**src/rtl/gpio_bank_pkg.sv**
```systemverilog
package gpio_bank_pkg;

  localparam int unsigned BUS_ADDR_W = 8;
  localparam int unsigned BUS_DATA_W = 32;
  localparam int unsigned MAX_PINS   = 32;

  localparam logic [BUS_ADDR_W-1:0] OFF_MODE = 8'h00;
  localparam logic [BUS_ADDR_W-1:0] OFF_DIR  = 8'h04;
  localparam logic [BUS_ADDR_W-1:0] OFF_OUT  = 8'h08;
  localparam logic [BUS_ADDR_W-1:0] OFF_IN   = 8'h0C;
  localparam logic [BUS_ADDR_W-1:0] OFF_POL  = 8'h20;

  typedef struct packed {
    logic mode;
    logic dir;
    logic dout;
    logic pol;
  } wr_sel_t;

  function automatic wr_sel_t decode_write(input logic en,
                                           input logic [BUS_ADDR_W-1:0] a);
    wr_sel_t s;
    s.mode = en && (a == OFF_MODE);
    s.dir  = en && (a == OFF_DIR);
    s.dout = en && (a == OFF_OUT);
    s.pol  = en && (a == OFF_POL);
    return s;
  endfunction

endpackage

```
**src/rtl/gpio_bank_rst_sync.sv**
```systemverilog
module gpio_bank_rst_sync #(
  parameter int unsigned STAGES = 2
) (
  input  logic clk,
  input  logic rst_n,
  output logic rst_sync_n
);

  logic [STAGES-1:0] chain_q;
  logic [STAGES-1:0] chain_d;

  always_comb begin
    chain_d = {chain_q[STAGES-2:0], 1'b1};
  end

  always_ff @(posedge clk or negedge rst_n) begin
    if (!rst_n) chain_q <= '0;
    else        chain_q <= chain_d;
  end

  assign rst_sync_n = chain_q[STAGES-1];

endmodule

```
**src/rtl/gpio_bank_in_sync.sv**
```systemverilog
module gpio_bank_in_sync #(
  parameter int unsigned WIDTH = 32
) (
  input  logic             clk,
  input  logic             rst_n,
  input  logic [WIDTH-1:0] raw_in,
  output logic [WIDTH-1:0] sync_out
);

  for (genvar g = 0; g < WIDTH; g++) begin : g_bit
    logic meta_q;
    logic stable_q;

    always_ff @(posedge clk or negedge rst_n) begin
      if (!rst_n) begin
        meta_q   <= 1'b0;
        stable_q <= 1'b0;
      end else begin
        meta_q   <= raw_in[g];
        stable_q <= meta_q;
      end
    end

    assign sync_out[g] = stable_q;
  end

endmodule

```
**src/rtl/gpio_bank_regfile.sv**
```systemverilog
module gpio_bank_regfile
  import gpio_bank_pkg::*;
#(
  parameter int unsigned PINS = 32
) (
  input  logic                  clk,
  input  logic                  rst_n,
  input  wr_sel_t               wr_sel,
  input  logic [BUS_DATA_W-1:0] wdata,
  output logic [PINS-1:0]       mode_q,
  output logic [PINS-1:0]       dir_q,
  output logic [PINS-1:0]       dout_q,
  output logic [PINS-1:0]       pol_q
);

  logic [PINS-1:0] wval;
  logic [PINS-1:0] mode_d;
  logic [PINS-1:0] dir_d;
  logic [PINS-1:0] dout_d;
  logic [PINS-1:0] pol_d;

  assign wval = wdata[PINS-1:0];

  always_comb begin
    mode_d = wr_sel.mode ? wval : mode_q;
    dir_d  = wr_sel.dir  ? wval : dir_q;
    dout_d = wr_sel.dout ? wval : dout_q;
    pol_d  = wr_sel.pol  ? wval : pol_q;
  end

  always_ff @(posedge clk or negedge rst_n) begin
    if (!rst_n) begin
      mode_q <= '0;
      dir_q  <= '0;
      dout_q <= '0;
      pol_q  <= '0;
    end else begin
      mode_q <= mode_d;
      dir_q  <= dir_d;
      dout_q <= dout_d;
      pol_q  <= pol_d;
    end
  end

endmodule

```
**src/rtl/gpio_bank_rdport.sv**
```systemverilog
module gpio_bank_rdport
  import gpio_bank_pkg::*;
#(
  parameter int unsigned PINS = 32
) (
  input  logic                  clk,
  input  logic                  rst_n,
  input  logic                  rd_en,
  input  logic [BUS_ADDR_W-1:0] addr,
  input  logic [PINS-1:0]       mode_q,
  input  logic [PINS-1:0]       dir_q,
  input  logic [PINS-1:0]       dout_q,
  input  logic [PINS-1:0]       pol_q,
  input  logic [PINS-1:0]       in_view,
  output logic [BUS_DATA_W-1:0] rdata
);

  logic [PINS-1:0]       sel_word;
  logic [BUS_DATA_W-1:0] rd_d;
  logic [BUS_DATA_W-1:0] rd_q;

  always_comb begin
    unique case (addr)
      OFF_MODE: sel_word = mode_q;
      OFF_DIR:  sel_word = dir_q;
      OFF_OUT:  sel_word = dout_q;
      OFF_IN:   sel_word = in_view;
      OFF_POL:  sel_word = pol_q;
      default:  sel_word = '0;
    endcase
    rd_d = rd_q;
    if (rd_en) begin
      rd_d = '0;
      rd_d[PINS-1:0] = sel_word;
    end
  end

  always_ff @(posedge clk or negedge rst_n) begin
    if (!rst_n) rd_q <= '0;
    else        rd_q <= rd_d;
  end

  assign rdata = rd_q;

endmodule

```
**src/rtl/gpio_bank_regs.sv**
```systemverilog
module gpio_bank_regs
  import gpio_bank_pkg::*;
#(
  parameter int unsigned PIN_COUNT = 32
) (
  input  logic                  clk,
  input  logic                  rst_n,
  input  logic [BUS_ADDR_W-1:0] addr,
  input  logic                  wr_en,
  input  logic [BUS_DATA_W-1:0] wdata,
  input  logic                  rd_en,
  output logic [BUS_DATA_W-1:0] rdata,
  input  logic [PIN_COUNT-1:0]  pin_in,
  output logic [PIN_COUNT-1:0]  pin_out,
  output logic [PIN_COUNT-1:0]  pin_oe,
  output logic [PIN_COUNT-1:0]  int_sel,
  output logic [PIN_COUNT-1:0]  int_lvl
);

  localparam int unsigned PINS = (PIN_COUNT == 0) ? 1 :
                                 (PIN_COUNT > MAX_PINS) ? MAX_PINS : PIN_COUNT;

  logic            rst_int_n;
  wr_sel_t         wr_sel;
  logic [PINS-1:0] mode_q;
  logic [PINS-1:0] dir_q;
  logic [PINS-1:0] dout_q;
  logic [PINS-1:0] pol_q;
  logic [PINS-1:0] pin_sync;
  logic [PINS-1:0] sensed;
  logic [PINS-1:0] drive_en;
  logic [PINS-1:0] in_view;

  gpio_bank_rst_sync #(.STAGES(2)) u_rst (
    .clk        (clk),
    .rst_n      (rst_n),
    .rst_sync_n (rst_int_n)
  );

  assign wr_sel = decode_write(wr_en, addr);

  gpio_bank_regfile #(.PINS(PINS)) u_regs (
    .clk    (clk),
    .rst_n  (rst_int_n),
    .wr_sel (wr_sel),
    .wdata  (wdata),
    .mode_q (mode_q),
    .dir_q  (dir_q),
    .dout_q (dout_q),
    .pol_q  (pol_q)
  );

  gpio_bank_in_sync #(.WIDTH(PINS)) u_sync (
    .clk      (clk),
    .rst_n    (rst_int_n),
    .raw_in   (pin_in),
    .sync_out (pin_sync)
  );

  always_comb begin
    sensed   = pin_sync ^ pol_q;
    drive_en = dir_q & ~mode_q;
    in_view  = (drive_en & dout_q) | (~drive_en & sensed);
  end

  gpio_bank_rdport #(.PINS(PINS)) u_rd (
    .clk     (clk),
    .rst_n   (rst_int_n),
    .rd_en   (rd_en),
    .addr    (addr),
    .mode_q  (mode_q),
    .dir_q   (dir_q),
    .dout_q  (dout_q),
    .pol_q   (pol_q),
    .in_view (in_view),
    .rdata   (rdata)
  );

  assign pin_out = dout_q;
  assign pin_oe  = drive_en;
  assign int_sel = mode_q;
  assign int_lvl = sensed;

endmodule

```
**config.mk**
```make
export PLATFORM = sky130hd
export DESIGN_NAME = gpio_bank_regs
export DESIGN_NICKNAME = d
export VERILOG_FILES = /design/src/rtl/gpio_bank_pkg.sv /design/src/rtl/gpio_bank_rst_sync.sv /design/src/rtl/gpio_bank_in_sync.sv /design/src/rtl/gpio_bank_regfile.sv /design/src/rtl/gpio_bank_rdport.sv /design/src/rtl/gpio_bank_regs.sv
export SDC_FILE = /design/constraint.sdc
export NUM_CORES = 1
export LEC_CHECK = 0
export ABC_AREA = 1
export BUFFER_PORTS_ARGS = -buffer_cell sky130_fd_sc_hd__buf_2
export CAP_MARGIN = 30
export CORE_MARGIN = 5
export CORE_UTILIZATION = 51
export CTS_BUF_LIST = sky130_fd_sc_hd__clkbuf_2 sky130_fd_sc_hd__clkbuf_4 sky130_fd_sc_hd__clkbuf_8
export CTS_CLUSTER_DIAMETER = 120
export DETAILED_ROUTE_END_ITERATION = 12
export GPL_TIMING_DRIVEN = 1
export PLACE_DENSITY = 0.86
export REMOVE_ABC_BUFFERS = 1
export SYNTH_ARGS = -nofsm -noshare
export SYNTH_HDL_FRONTEND = slang
export SYNTH_SLANG_ARGS = --single-unit
```
**constraint.sdc**
```tcl
create_clock -name clk -period 7.1 [get_ports clk]
set_input_delay 0.355 -clock clk [delete_from_list [all_inputs] [get_ports clk]]
set_output_delay 0.355 -clock clk [all_outputs]
set_load 0.02 [all_outputs]
```
======== Word-level counts from Yosys, hierarchy flattened ========
Cells that the tools add are included.
word-level totals
  bits of input ports ..................... 76
  logic and storage cells ................. 87
  register bits ........................... 226
  output and inout port bits .............. 160
operators by class
  bitwise logic cells ..................... 7
  reductions and logical operators ........ 5
  eq/ne operators ......................... 4
  muxes and demuxes ....................... 1
operators by type and width
  cell                                                  count
  one-hot mux 32 bit (5 select lines)                   1
  bitwise AND 32 bit                                    3
  inverter 32 bit                                       2
  OR 32 bit                                             1
  XOR 32 bit                                            1
  equality test 8 x 4 -> 1 bit (second input constant)  2
  equality test 8 x 3 -> 1 bit (second input constant)  1
  equality test 8 x 6 -> 1 bit (second input constant)  1
  zero test 8 bit                                       1
  logical AND 1 bit                                     4

======== Depth between registers and ports, before layout ========
  depth after elaboration ................. 6
  gate-level depth with buffers ........... 9
  depth with buffers taken out ............ 9

======== Modules after synthesis ========
From an unflattened synthesis, not the netlist that was laid out.
unflattened totals
  cell total of the unflattened synthesis .. 1426
  area, all modules ....................... 11039.3 um^2
by module, submodules not included
  module              seq. area each (um^2)  times used  cells an instance  area each (um^2)
  gpio_bank_regfile   3203.1                 1           544                5036.1
  gpio_bank_rdport    800.8                  1           414                2586.2
  gpio_bank_in_sync   1601.5                 1           96                 1841.8
  gpio_bank_regs      0.0                    1           369                1521.5
  gpio_bank_rst_sync  50.0                   1           3                  53.8

======== Worst setup path before layout ========
No wires, ideal clock.
  kind .................................... input -> register
  from .................................... in addr[1]
  to ...................................... reg u_regs.mode_q[19]
  required time ........................... 6.978 ns
  data arrival time ....................... 1.132 ns
  buffers on the path ..................... 1
  library setup time ...................... 0.122 ns
  stages on the path ...................... 7
  slack ................................... 5.846 ns
  cell sequence ........................... nor2_1 -> nand2_1 -> nor2_4 -> nand2_4 -> buf_2 -> nand2_1 -> o21ai_1
on the way
  longest elaborated chain between the ends .. 2
RTL lines
  what                  line                     text
  from (decl)           gpio_bank_regs.sv:8      input logic [BUS_ADDR_W-1:0] addr,
  zero test 8 bit       gpio_bank_pkg.sv:23      s.mode = en && (a == OFF_MODE);
  logical AND 1 bit     gpio_bank_pkg.sv:23
  to (signal assigned)  gpio_bank_regfile.sv:38  mode_q <= mode_d;
  to (decl)             gpio_bank_regfile.sv:10  output logic [PINS-1:0] mode_q,
Every way passes these cells.
A chain may end at the register's enable or synchronous reset.

======== Worst setup path after layout ========
  from .................................... in addr[5]
  to ...................................... reg u_regs.dir_q[5]
on the way
  longest elaborated chain between the ends .. 2
RTL lines
  what                          line                     text
  equality test 8 x 3 -> 1 bit  gpio_bank_pkg.sv:24      s.dir = en && (a == OFF_DIR);
  logical AND 1 bit             gpio_bank_pkg.sv:24
  to (signal assigned)          gpio_bank_regfile.sv:39  dir_q <= dir_d;
  to (decl)                     gpio_bank_regfile.sv:11  output logic [PINS-1:0] dir_q,
Every way passes these cells.

==> results.toml <==
[yosys]
synth_compound_area_frac = 0.0624
synth_top_family_by_area = "simple AND/OR/NAND/NOR gates"
synth_async_sr_flop_share = 1.00
synth-simple-area-share = 0.293
netlist_instances = 1275
yosys-top-cells-count = "nand2_1, dfrtp_1, nand3_1"
synth_xor_area_frac = 0
synth-seq-area-share = 0.551
synthAdderAreaFrac = 0
synthMuxAreaShare = 0
yosysTopAreaCell = "dfrtp_1"
netlist_top_cells_area = "dfrtp_1, nand2_1, nand3_1"
ys_types = 23
yosys_most_used_dff = "dfrtp_1"
synth.most_common_cell = "nand2_1"
synth-seq-cells = 226
syn_area_sq_um = 10300
yosys_warnings = 0
yosys.area.top_type_share = 0.551
synth_edf_count = 0
synth_area_per_cell_sq_um = 8.05

[power]
p_leak_uw = 0.00678
ir_drop_mv = 0.182
p_per_area_nw_per_um2 = 228

[finish]
nets = 1610
stdcell_count = 1822
fill_cells = 1648
drive_gt1_frac = 0.206
area_growth_pct = 23.1
fin_util = 0.643
design_area_sq_um = 12600
antenna_cells = 0

[placed_design]
hpwl_microns = 17800
place_congestion = 0.820
place_area_sq_um = 11600
dpl.cell_count = 1726
pre_cts_slack_ps = 4370
portBuffers = 235

[floorplanning]
num_rows = 51
die_w_microns = 152
io_pins = 236
die_y_microns = 152
start_util = 0.522
core_area_sq_um = 19700
dieArea_sq_um = 23100

[timing]
slew_headroom = 0.408
report.final.slew_viol_count = 0
fin_setup_tns_ps = 0
skew_ps = 18.3
period_needed_ps = 2200
tightest_slew_ps = 888
rsz0062_at_grt = "false"
finalHoldViolCount = 0
period_share = 0.310
max_freq_mhz = 454
setup_viol = 0
fin_ws_ps = 4900

[worst_hold_path]
hp-class = "primary input to flip-flop"

[clocking]
cts_num_sinks = 226
cts_tree = "built"
h-tree-depth = 2
cts_made_buffers = 38
cts_resized = 0
clk_latency_ps = 510
cts.clk_slew.worst_paths_ps = 60
cts_setup_buffers = 0
cts_root_buffer = "clkbuf_8"
ctsHoldBuffers = 33
clockBufferDepth = 3

[drt]
ant_nets = 0
vias = 9508
routed_wl_microns = 28400
viasPerCell = 5.22
drtIter0Drc = 694
first_pass_iters = 5
drc = 0
wl_per_cell_microns = 15.6

[worst_setup_path]
path_class = "primary input to flip-flop"
path_max_fanout = 66
regToRegSetupSlack_ps = 5260
arrival_ps = 2600
crit_slowest_cell = "nand3_4"
critPathLaunchType = "primary input"
critPathCaptureType = "flip-flop"
critPathRequiredTime_ps = 7500
worstPathCellList = "buf_2, nor2_2, nand2_2, inv_4, nand3_4, o21ai_0"
max_stage_delay_ps = 830

[global_route]
antenna_found_initial = 1
grt_max_degree = 157
grt_pass1_vias = 9381
grt-ovfl-total = 0
grt_pass1_wl_microns = 46800
gr-usage-all-layers = 0.243

[outcome]
outcome = "finished clean"

[job]
cap_violations = 0
[per-stage QoR]
step / hold WS (ps) / total power (uW)
3_3_place_gp: 147 / 1730
3_5_place_dp: 153 / 1740
2_1_floorplan: 59.4 / 1610
6_report: 137 / 2880
5_1_grt: 130 / 3010
4_1_cts: 108 / 2910
[registers in the layout, indices dropped and copies added (netlist names)]
name,cells
u_sync.g_bit.stable_q,32
u_regs.dir_q,32
u_regs.mode_q,32
u_regs.pol_q,32
u_rd.rdata,32
u_rst.chain_q,2
u_sync.g_bit.meta_q,32
u_regs.dout_q,32
[kinds of logic after synthesis]
family / after synthesis
DFF: 226
AOI/OAI and AO/OA: 128
buffers and inverters: 227
other: 1
and+or+nand+nor: 693
[report_power, final]
group          internal [uW]  switching (uW)
sequential              1360            58.5
combinational            111             206
clock                    659             492
total                   2120             756
[cell type report]
type                       count  area [sq um]  share of cell area
clock buffer                  61           746              0.0590
clock inverter                 2          10.0            0.000792
inverter                     171           644              0.0510
multi-input combinational    822          3660               0.289
sequential                   226          5660               0.448
tap                          265           332              0.0262
timing repair buffer         275          1590               0.126
[critical path: cells and delay by family]
kind,cells,cell delay (ps)
AND/OR/NAND/NOR,3,1070
AO/OA/AOI/OAI,1,450
buffers and inverters,2,690
[layout by cell type (no fill, tap or decap), drive strengths merged]
cell         synthesis  final
o21ai              128    128
inv                171    171
nand2              361    361
clkbuf              18     61
conb                 1      1
nand3              196    196
and2                31     31
buf                 38    242
dfrtp              226    226
clkinv               0      2
nor2               105    105
dlygate4sd3          0     33
[worst paths after layout]
path / start / endpoint / cells after the start
worst max-delay path: addr[5] / u_regs.dir_q[5] / 6
worst min-delay path: wdata[7] / u_regs.mode_q[7] / 3
worst max register to register: u_rst.chain_q[1] / u_regs.dir_q[5] / 1
worst min register to register: u_sync.g_bit[25].meta_q / u_sync.g_bit[25].stable_q / 0
max in group asynchronous: u_rst.chain_q[1] / u_regs.dir_q[5] / 1
min in group asynchronous: rst_n / u_rst.chain_q[1] / 2
[metal layers]
layer  share of wire  vias to the layer above  global-route usage  routed length [microns]
met5         0.00046                        -                   0                       13
met1            0.40                     4474               0.312                    11400
met3           0.090                       89              0.0545                     2550
met2            0.48                      435               0.409                    13600
met4           0.031                        2              0.0873                      869
li1                -                     4508                   -                        -
Power figures use the tool's default switching activity.
